`src/rtl/lru_pkg.sv`:
```
package lru_pkg;
  localparam logic [1:0] CODE_EMPTY  = 2'b00;
  localparam logic [1:0] CODE_W0     = 2'b01;
  localparam logic [1:0] CODE_MRU_W1 = 2'b11;
  localparam logic [1:0] CODE_MRU_W0 = 2'b10;

  // valid flags per way, bit i = way i
  function automatic logic [1:0] code_valid(input logic [1:0] c);
    code_valid = {c[1], (c != CODE_EMPTY)};
  endfunction

  // way a miss would fill
  function automatic logic code_victim(input logic [1:0] c);
    code_victim = (c == CODE_W0) || (c == CODE_MRU_W0);
  endfunction

  // transition rule; miss dominates a simultaneous hit
  function automatic logic [1:0] code_step(input logic [1:0] c, input logic hit,
                                           input logic hway, input logic miss);
    logic [1:0] n;
    n = c;
    if (miss) begin
      case (c)
        CODE_EMPTY:  n = CODE_W0;
        CODE_W0:     n = CODE_MRU_W1;
        CODE_MRU_W1: n = CODE_MRU_W0;
        default:     n = CODE_MRU_W1;
      endcase
    end else if (hit) begin
      case (c)
        CODE_MRU_W1: n = hway ? CODE_MRU_W1 : CODE_MRU_W0;
        CODE_MRU_W0: n = hway ? CODE_MRU_W1 : CODE_MRU_W0;
        default:     n = c;
      endcase
    end
    code_step = n;
  endfunction
endpackage

```
`src/rtl/lru_step_logic.sv`:
```
module lru_step_logic
  import lru_pkg::*;
(
  input  logic       clk,
  input  logic       rst,
  input  logic [1:0] cur,
  input  logic       hit,
  input  logic       hway,
  input  logic       miss,
  output logic [1:0] nxt,
  output logic       upd,
  output logic       victim,
  output logic [1:0] valid_now
);
  logic [1:0] valid_nxt;

  always_comb begin
    nxt       = code_step(cur, hit, hway, miss);
    upd       = hit | miss;
    victim    = code_victim(cur);
    valid_now = code_valid(cur);
    valid_nxt = code_valid(nxt);
  end

  // the way chosen for the fill is valid afterwards
  fill_makes_valid_chk: assert property (@(posedge clk) disable iff (rst)
    miss |-> valid_nxt[victim]);

  // a hit alone never changes the valid count
  hit_keeps_valid_chk: assert property (@(posedge clk) disable iff (rst)
    (hit && !miss) |-> ($countones(valid_nxt) == $countones(valid_now)));

  // fill target of way 1 only once way 0 is valid
  victim_order_chk: assert property (@(posedge clk) disable iff (rst)
    victim |-> valid_now[0]);
endmodule

```
`src/rtl/lru_state_store.sv`:
```
module lru_state_store #(
  parameter int DEPTH = 128,
  localparam int IDX_W = $clog2(DEPTH)
) (
  input  logic             clk,
  input  logic             rst,
  input  logic [IDX_W-1:0] idx,
  input  logic             wr_en,
  input  logic [1:0]       wr_code,
  output logic [1:0]       rd_code
);
  logic [1:0] entry [DEPTH];

  always_ff @(posedge clk) begin
    if (rst) begin
      for (int i = 0; i < DEPTH; i++) entry[i] <= 2'b00;
    end else if (wr_en) begin
      entry[idx] <= wr_code;
    end
  end

  assign rd_code = entry[idx];

  // the addressed entry takes the written code
  write_lands_chk: assert property (@(posedge clk) disable iff (rst)
    wr_en |=> (entry[$past(idx)] == $past(wr_code)));

  genvar g;
  generate
    for (g = 0; g < DEPTH; g++) begin : g_hold
      // entries not addressed keep their value
      other_hold_chk: assert property (@(posedge clk) disable iff (rst)
        !(wr_en && (idx == IDX_W'(g))) |=> $stable(entry[g]));
    end
  endgenerate
endmodule

```
`src/rtl/lru_line_tracker.sv`:
```
module lru_line_tracker #(
  parameter bit SIZE_LARGE = 1'b1,
  parameter int LINES_LARGE = 128,
  localparam int DEPTH = SIZE_LARGE ? LINES_LARGE : LINES_LARGE / 2,
  localparam int IDX_W = $clog2(DEPTH)
) (
  input  logic             clk,
  input  logic             rst,
  input  logic [IDX_W-1:0] line_idx,
  input  logic             hit_stb,
  input  logic             hit_way,
  input  logic             miss_stb,
  output logic [1:0]       cur_code,
  output logic [1:0]       way_valid,
  output logic             fill_way
);
  logic [1:0] rd_code;
  logic [1:0] nxt_code;
  logic       upd_en;

  lru_state_store #(.DEPTH(DEPTH)) store_i (
    .clk(clk), .rst(rst), .idx(line_idx),
    .wr_en(upd_en), .wr_code(nxt_code), .rd_code(rd_code)
  );

  lru_step_logic step_i (
    .clk(clk), .rst(rst), .cur(rd_code),
    .hit(hit_stb), .hway(hit_way), .miss(miss_stb),
    .nxt(nxt_code), .upd(upd_en), .victim(fill_way), .valid_now(way_valid)
  );

  assign cur_code = rd_code;

  // way 1 is never valid without way 0
  valid_order_chk: assert property (@(posedge clk) disable iff (rst)
    way_valid[1] |-> way_valid[0]);
endmodule

```
`config.mk`:
```
export PLATFORM = sky130hd
export DESIGN_NAME = lru_line_tracker
export DESIGN_NICKNAME = d
export VERILOG_FILES = /design/src/rtl/lru_pkg.sv /design/src/rtl/lru_step_logic.sv /design/src/rtl/lru_state_store.sv /design/src/rtl/lru_line_tracker.sv
export SDC_FILE = /design/constraint.sdc
export NUM_CORES = 1
export LEC_CHECK = 0
export CAP_MARGIN = 20
export CORE_ASPECT_RATIO = 0.7
export CORE_MARGIN = 2
export CORE_UTILIZATION = 39
export DETAILED_ROUTE_END_ITERATION = 16
export DONT_BUFFER_PORTS = 1
export SYNTH_ARGS = -nofsm -noshare
export SYNTH_HDL_FRONTEND = slang
export SYNTH_SLANG_ARGS = --single-unit
```
`constraint.sdc`:
```
create_clock -name clk -period 5.1 [get_ports clk]
set_clock_uncertainty 0.15 [all_clocks]
set_input_delay 0.255 -clock clk [delete_from_list [all_inputs] [get_ports clk]]
set_output_delay 0.255 -clock clk [all_outputs]
set_load 0.02 [all_outputs]
```
Word level (Yosys, flattened, before mapping)
Memories as Yosys holds them, arrays and structs flattened.
Index checks and enable logic that the tools add are counted.
{"block": "totals", "register_bits": 0, "mem_bits_rw": 256, "input_bits": 12, "out_inout_bits": 5, "mem_count": 1}
{"name": "store_i.entry", "words": 128, "word_bits": 2, "rd": 1, "rd_clocked_by_memory_dff": 0, "wr": 128, "line": "lru_state_store.sv:12", "rtl": "logic [1:0] entry [DEPTH];"}
{"block": "classes", "eq_ne": 3, "muxes": 13, "bitwise_logic": 1, "n_reduce_logical": 5}
{"cell": "2-bit 2-to-1 mux", "n": 4}
{"cell": "1-bit 2-to-1 mux", "n": 7}
{"cell": "7-bit 2-to-1 mux", "n": 1}
{"cell": "2-bit equality test, second input constant", "n": 2}
{"cell": "2-bit case mux with 2 select lines", "n": 1}
{"cell": "2-bit OR reduction", "n": 2}
{"cell": "2-bit by 1-bit equality test with 1-bit output, second input constant", "n": 1}
{"cell": "2-bit zero test", "n": 1}
{"cell": "2-bit nonzero test", "n": 1}
{"cell": "1-bit logical OR", "n": 1}
{"cell": "1-bit OR", "n": 1}

Longest topological paths before layout
An unclocked memory read counts as a cell.
{"block": "depth", "word_depth": 7, "depth_mapped": 18, "mapped_depth_nobuf": 12}

Hierarchy
Synthesis repeated with hierarchy kept, for this count alone.
{"block": "unflattened", "hier_cells": 1206, "area_unflattened_um2": 12572.1}
{"mod": "lru_state_store", "n_inst": 1, "cells_per_inst": 1192, "area_per_inst_um2": 12474.5}
{"mod": "lru_step_logic", "n_inst": 1, "cells_per_inst": 14, "area_per_inst_um2": 97.6}

Worst setup path before layout
OpenSTA, ideal clock, no wires.
{"block": "synth_path", "path_type": "input-to-reg", "startpoint": "input line_idx[1]", "endpoint": "memory store_i.entry[100][1], data pin", "arrival_time_ps": 3504, "t_required_ps": 4694, "slack_ps": 1191, "stages": 15, "n_path_buf": 4, "path_cell_list": "buf_2 -> buf_1 -> mux4_2 -> a221oi_1 -> nor2_1 -> a2111oi_2 -> nand4_1 -> or4b_1 -> inv_1 -> ha_1 -> inv_1 -> o22ai_1 -> buf_2 -> buf_2 -> nor2_1"}
{"item": "start, declared", "line": "lru_line_tracker.sv:9", "rtl": "input logic [IDX_W-1:0] line_idx,"}
{"item": "end, declared", "line": "lru_state_store.sv:12"}

==> run_results.csv <==
group,metric,value,unit
run_status,status,"finished clean",
clock_network,numCtsBuffers,25,
clock_network,cts_setup_buffers,0,
logic_synthesis,synth_flop_cell,"edfxtp_1",
worst_setup_path,critical_path.startpoint_type,"flip-flop",
layout,multi_input_area,4850,um^2
clock_network,clk_pin_slew_worst_paths,0.06,ns
worst_setup_path,path_cells,"mux4_2 > a22oi_1 > a31oi_1 > a2111oi_2 > nand4_1 > or4b_1 > ha_1 > o21ai_0 > nand2_1 > o22ai_4 > buf_12 > nor3_1",
layout,reg_top3,"store_i.entry (256)",
logic_synthesis,syn_nets,1150,
worst_setup_path,cp_data_arrival_time,4.49,ns
route,vias_per_cell,5.99,
layout,fillers,3052,
power,power.leakage,4.86,nW
timing,setup_viol,0,
route,initialDrtViolationCount,1312,
timing,period_needed,4.37,ns
logic_synthesis,ys_types,61,
power,power.density,345,nW/um^2
logic_synthesis,synthArstFlopShare,0,
timing,tns,0,ns
worst_setup_path,path_buf_inv,1,
timing,slew-limit-headroom,0.236,
logic_synthesis,seq_area_frac_synth,0.590,
global_route,grt_use_total,0.210,
hold_path,min_path_type,"in2reg",
worst_setup_path,required,5.22,ns
logic_synthesis,ys_warn_count,0,
clock_network,htree_num_levels,1,
floorplan,ios,17,
global_route,grt_max_degree,129,
floorplan,start_util,0.399,
global_route,overflow,0,
clock_network,clk_latency,0.56,ns
route,routed_wl,36.7,mm
logic_synthesis,avgSynthCellArea,11.5,um^2
floorplan,die_h,157,um
layout,largest_reg_flops,256,
global_route,grt_pass1_vias,8588,
logic_synthesis,synth_common_cells,"edfxtp_1, nor2_1, nand2_1",
logic_synthesis,ys_ff_latch,256,
worst_setup_path,critical_path.top_delay_family,"compound AO/OA/AOI/OAI gates",
worst_setup_path,worst_path_max_delay_cell,"or4b_1",
worst_setup_path,max_stage_delay,0.79,ns
logic_synthesis,yosys.area.top_type_share,0.590,
floorplan,die_x,222,um
logic_synthesis,synth_top_area_cell,"edfxtp_1",
clock_network,root_buffer,"clkbuf_16",
logic_synthesis,synth.top_cells.by_area,"edfxtp_1, nor2_1, nor3_1",
placement,io_buffers,0,
layout,regArea,7690,um^2
timing,min_period_over_period,0.857,
clock_network,cts_buffer_depth,3,
layout,nets,1108,
route,first_pass_iters,7,
global_route,grt_pass1_wl,54.4,mm
flow_run,drv_cap,0,
clock_network,cts_tree,"built",
global_route,antenna_found_initial,2,
route,ant_nets,0,
logic_synthesis,synth-edff-count,256,
timing,maxSlewViolCount,0,
floorplan,rows,55,
timing,hold_viol_final,0,
layout,drive_above_1_share,0.105,
timing,worst_pin_slew,1.14,ns
floorplan,fp.dieArea,34900,um^2
clock_network,cts.sinks,256,
placement,place_congestion,0.851,
route,drc,0,
logic_synthesis,syn-cell-area,13000,um^2
layout,regMostFlops,"store_i.entry",
worst_setup_path,critPathKind,"reg2reg",
timing,max_freq,229,MHz
placement,dp_hpwl,22.7,mm
power,ir_drop,232,uV
route,wl_per_cell,23.9,um
route,dr_total_vias,9218,
floorplan,core_area,32600,um^2
worst_setup_path,cp-end-kind,"flip-flop",
timing,rsz0062_at_grt,"false",
layout,syn_to_final_growth,9.89,%
logic_synthesis,synth_cells,1134,
worst_setup_path,critical_path.max_fanout,93,
layout,final_core_util,0.439,
logic_synthesis,synthMostInstantiatedCell,"edfxtp_1",
-- tightest hold or removal path: stages --
cell and delay [ns]:
nor2_1 0.09, nand4_1 0.15, nor2_1 0.06
-- routing by layer --
layer,up-vias,wire [um],track usage
li1,4092,-,-
met1,4642,16600,0.313
met2,428,15600,0.306
met3,56,3780,0.0538
met4,0,763,0.0502
met5,-,0,0
-- per-stage QoR --
| step | setup WS [ns] | power [mW] | cell area (um^2) | std cells | hold slack (ns) |
|---|---|---|---|---|---|
| 2_1_floorplan | 1.19 | 2.83 | 13000 | 1134 | 0.466 |
| 3_3_place_gp | 0.834 | 2.92 | 13300 | 1482 | 0.364 |
| 3_5_place_dp | 0.821 | 2.92 | 13300 | 1482 | 0.376 |
| 4_1_cts | 0.813 | 4.94 | 14300 | 1535 | 0.00928 |
| 5_1_grt | 0.549 | 5.06 | 14300 | 1537 | 0.0141 |
| 6_report | 0.727 | 4.93 | 14300 | 1538 | 0.0312 |
-- kinds of logic (layout without fill, tap and decap cells) --
logic type / count (synthesis) / in the layout / synth area share
and+or+nand+nor: 539 / 539 / 0.194
AOI/OAI and AO/OA: 144 / 144 / 0.0847
other: 0 / 1 / 0
muxes: 80 / 80 / 0.0875
DFF: 256 / 256 / 0.590
adders and majority gates: 4 / 4 / 0.00384
buffers and inverters: 111 / 87 / 0.0399
-- cell usage in the layout (no fill, tap or decap), types with 3 or more instances in the layout --
master and instances:
and4_1 4, a21oi_1 9, nand3_1 13, mux2i_1 34
o21bai_1 54, nor2b_1 12, nand2_1 117, buf_12 3
clkinv_2 5, a2111oi_0 4, o21ai_0 9, bufinv_16 6
nand2b_1 78, clkbuf_16 25, nor4bb_1 3, ha_1 4
a221oi_1 14, mux2_2 19, nor2_1 174, clkinv_1 6
a32oi_1 3, nand4_1 4, edfxtp_1 256, clkbuf_1 3
a22oi_1 16, o2bb2ai_1 4, inv_1 7, a31oi_1 5
nor3_1 113, dlygate4sd3_1 8, and3_1 4, mux4_2 25
buf_4 21, and2_1 5, a22o_1 3
-- area by class of cell --
type / instances / area share
antenna: 1 / 0.000175
clock buffer: 28 / 0.0445
clock inverter: 17 / 0.0163
inverter: 8 / 0.00210
multi-input combinational: 767 / 0.339
sequential: 256 / 0.537
tap: 427 / 0.0373
timing repair buffer: 34 / 0.0235
-- worst paths after layout --
path | slack, ns | end | from | cells after the start
worst min register to register | 1.41 | store_i.entry[41][0] | store_i.entry[63][1] | 9
worst max-delay path | 0.73 | store_i.entry[113][1] | store_i.entry[101][0] | 12
worst min-delay path | 0.03 | store_i.entry[18][1] | rst | 3
worst max register to register | 0.73 | store_i.entry[113][1] | store_i.entry[101][0] | 12
-- repair_timing --
action	in CTS	in global routing
hold buffers	8	1
endpoints found under the hold margin	272	2
resized for setup	0	0
-- report_power, final --
| part | switching [mW] | internal [mW] |
|---|---|---|
| Sequential | 0.0231 | 2.38 |
| Clock | 0.824 | 1.20 |
| Combinational | 0.348 | 0.156 |
Note: power is estimated with default switching activity, not from simulation.
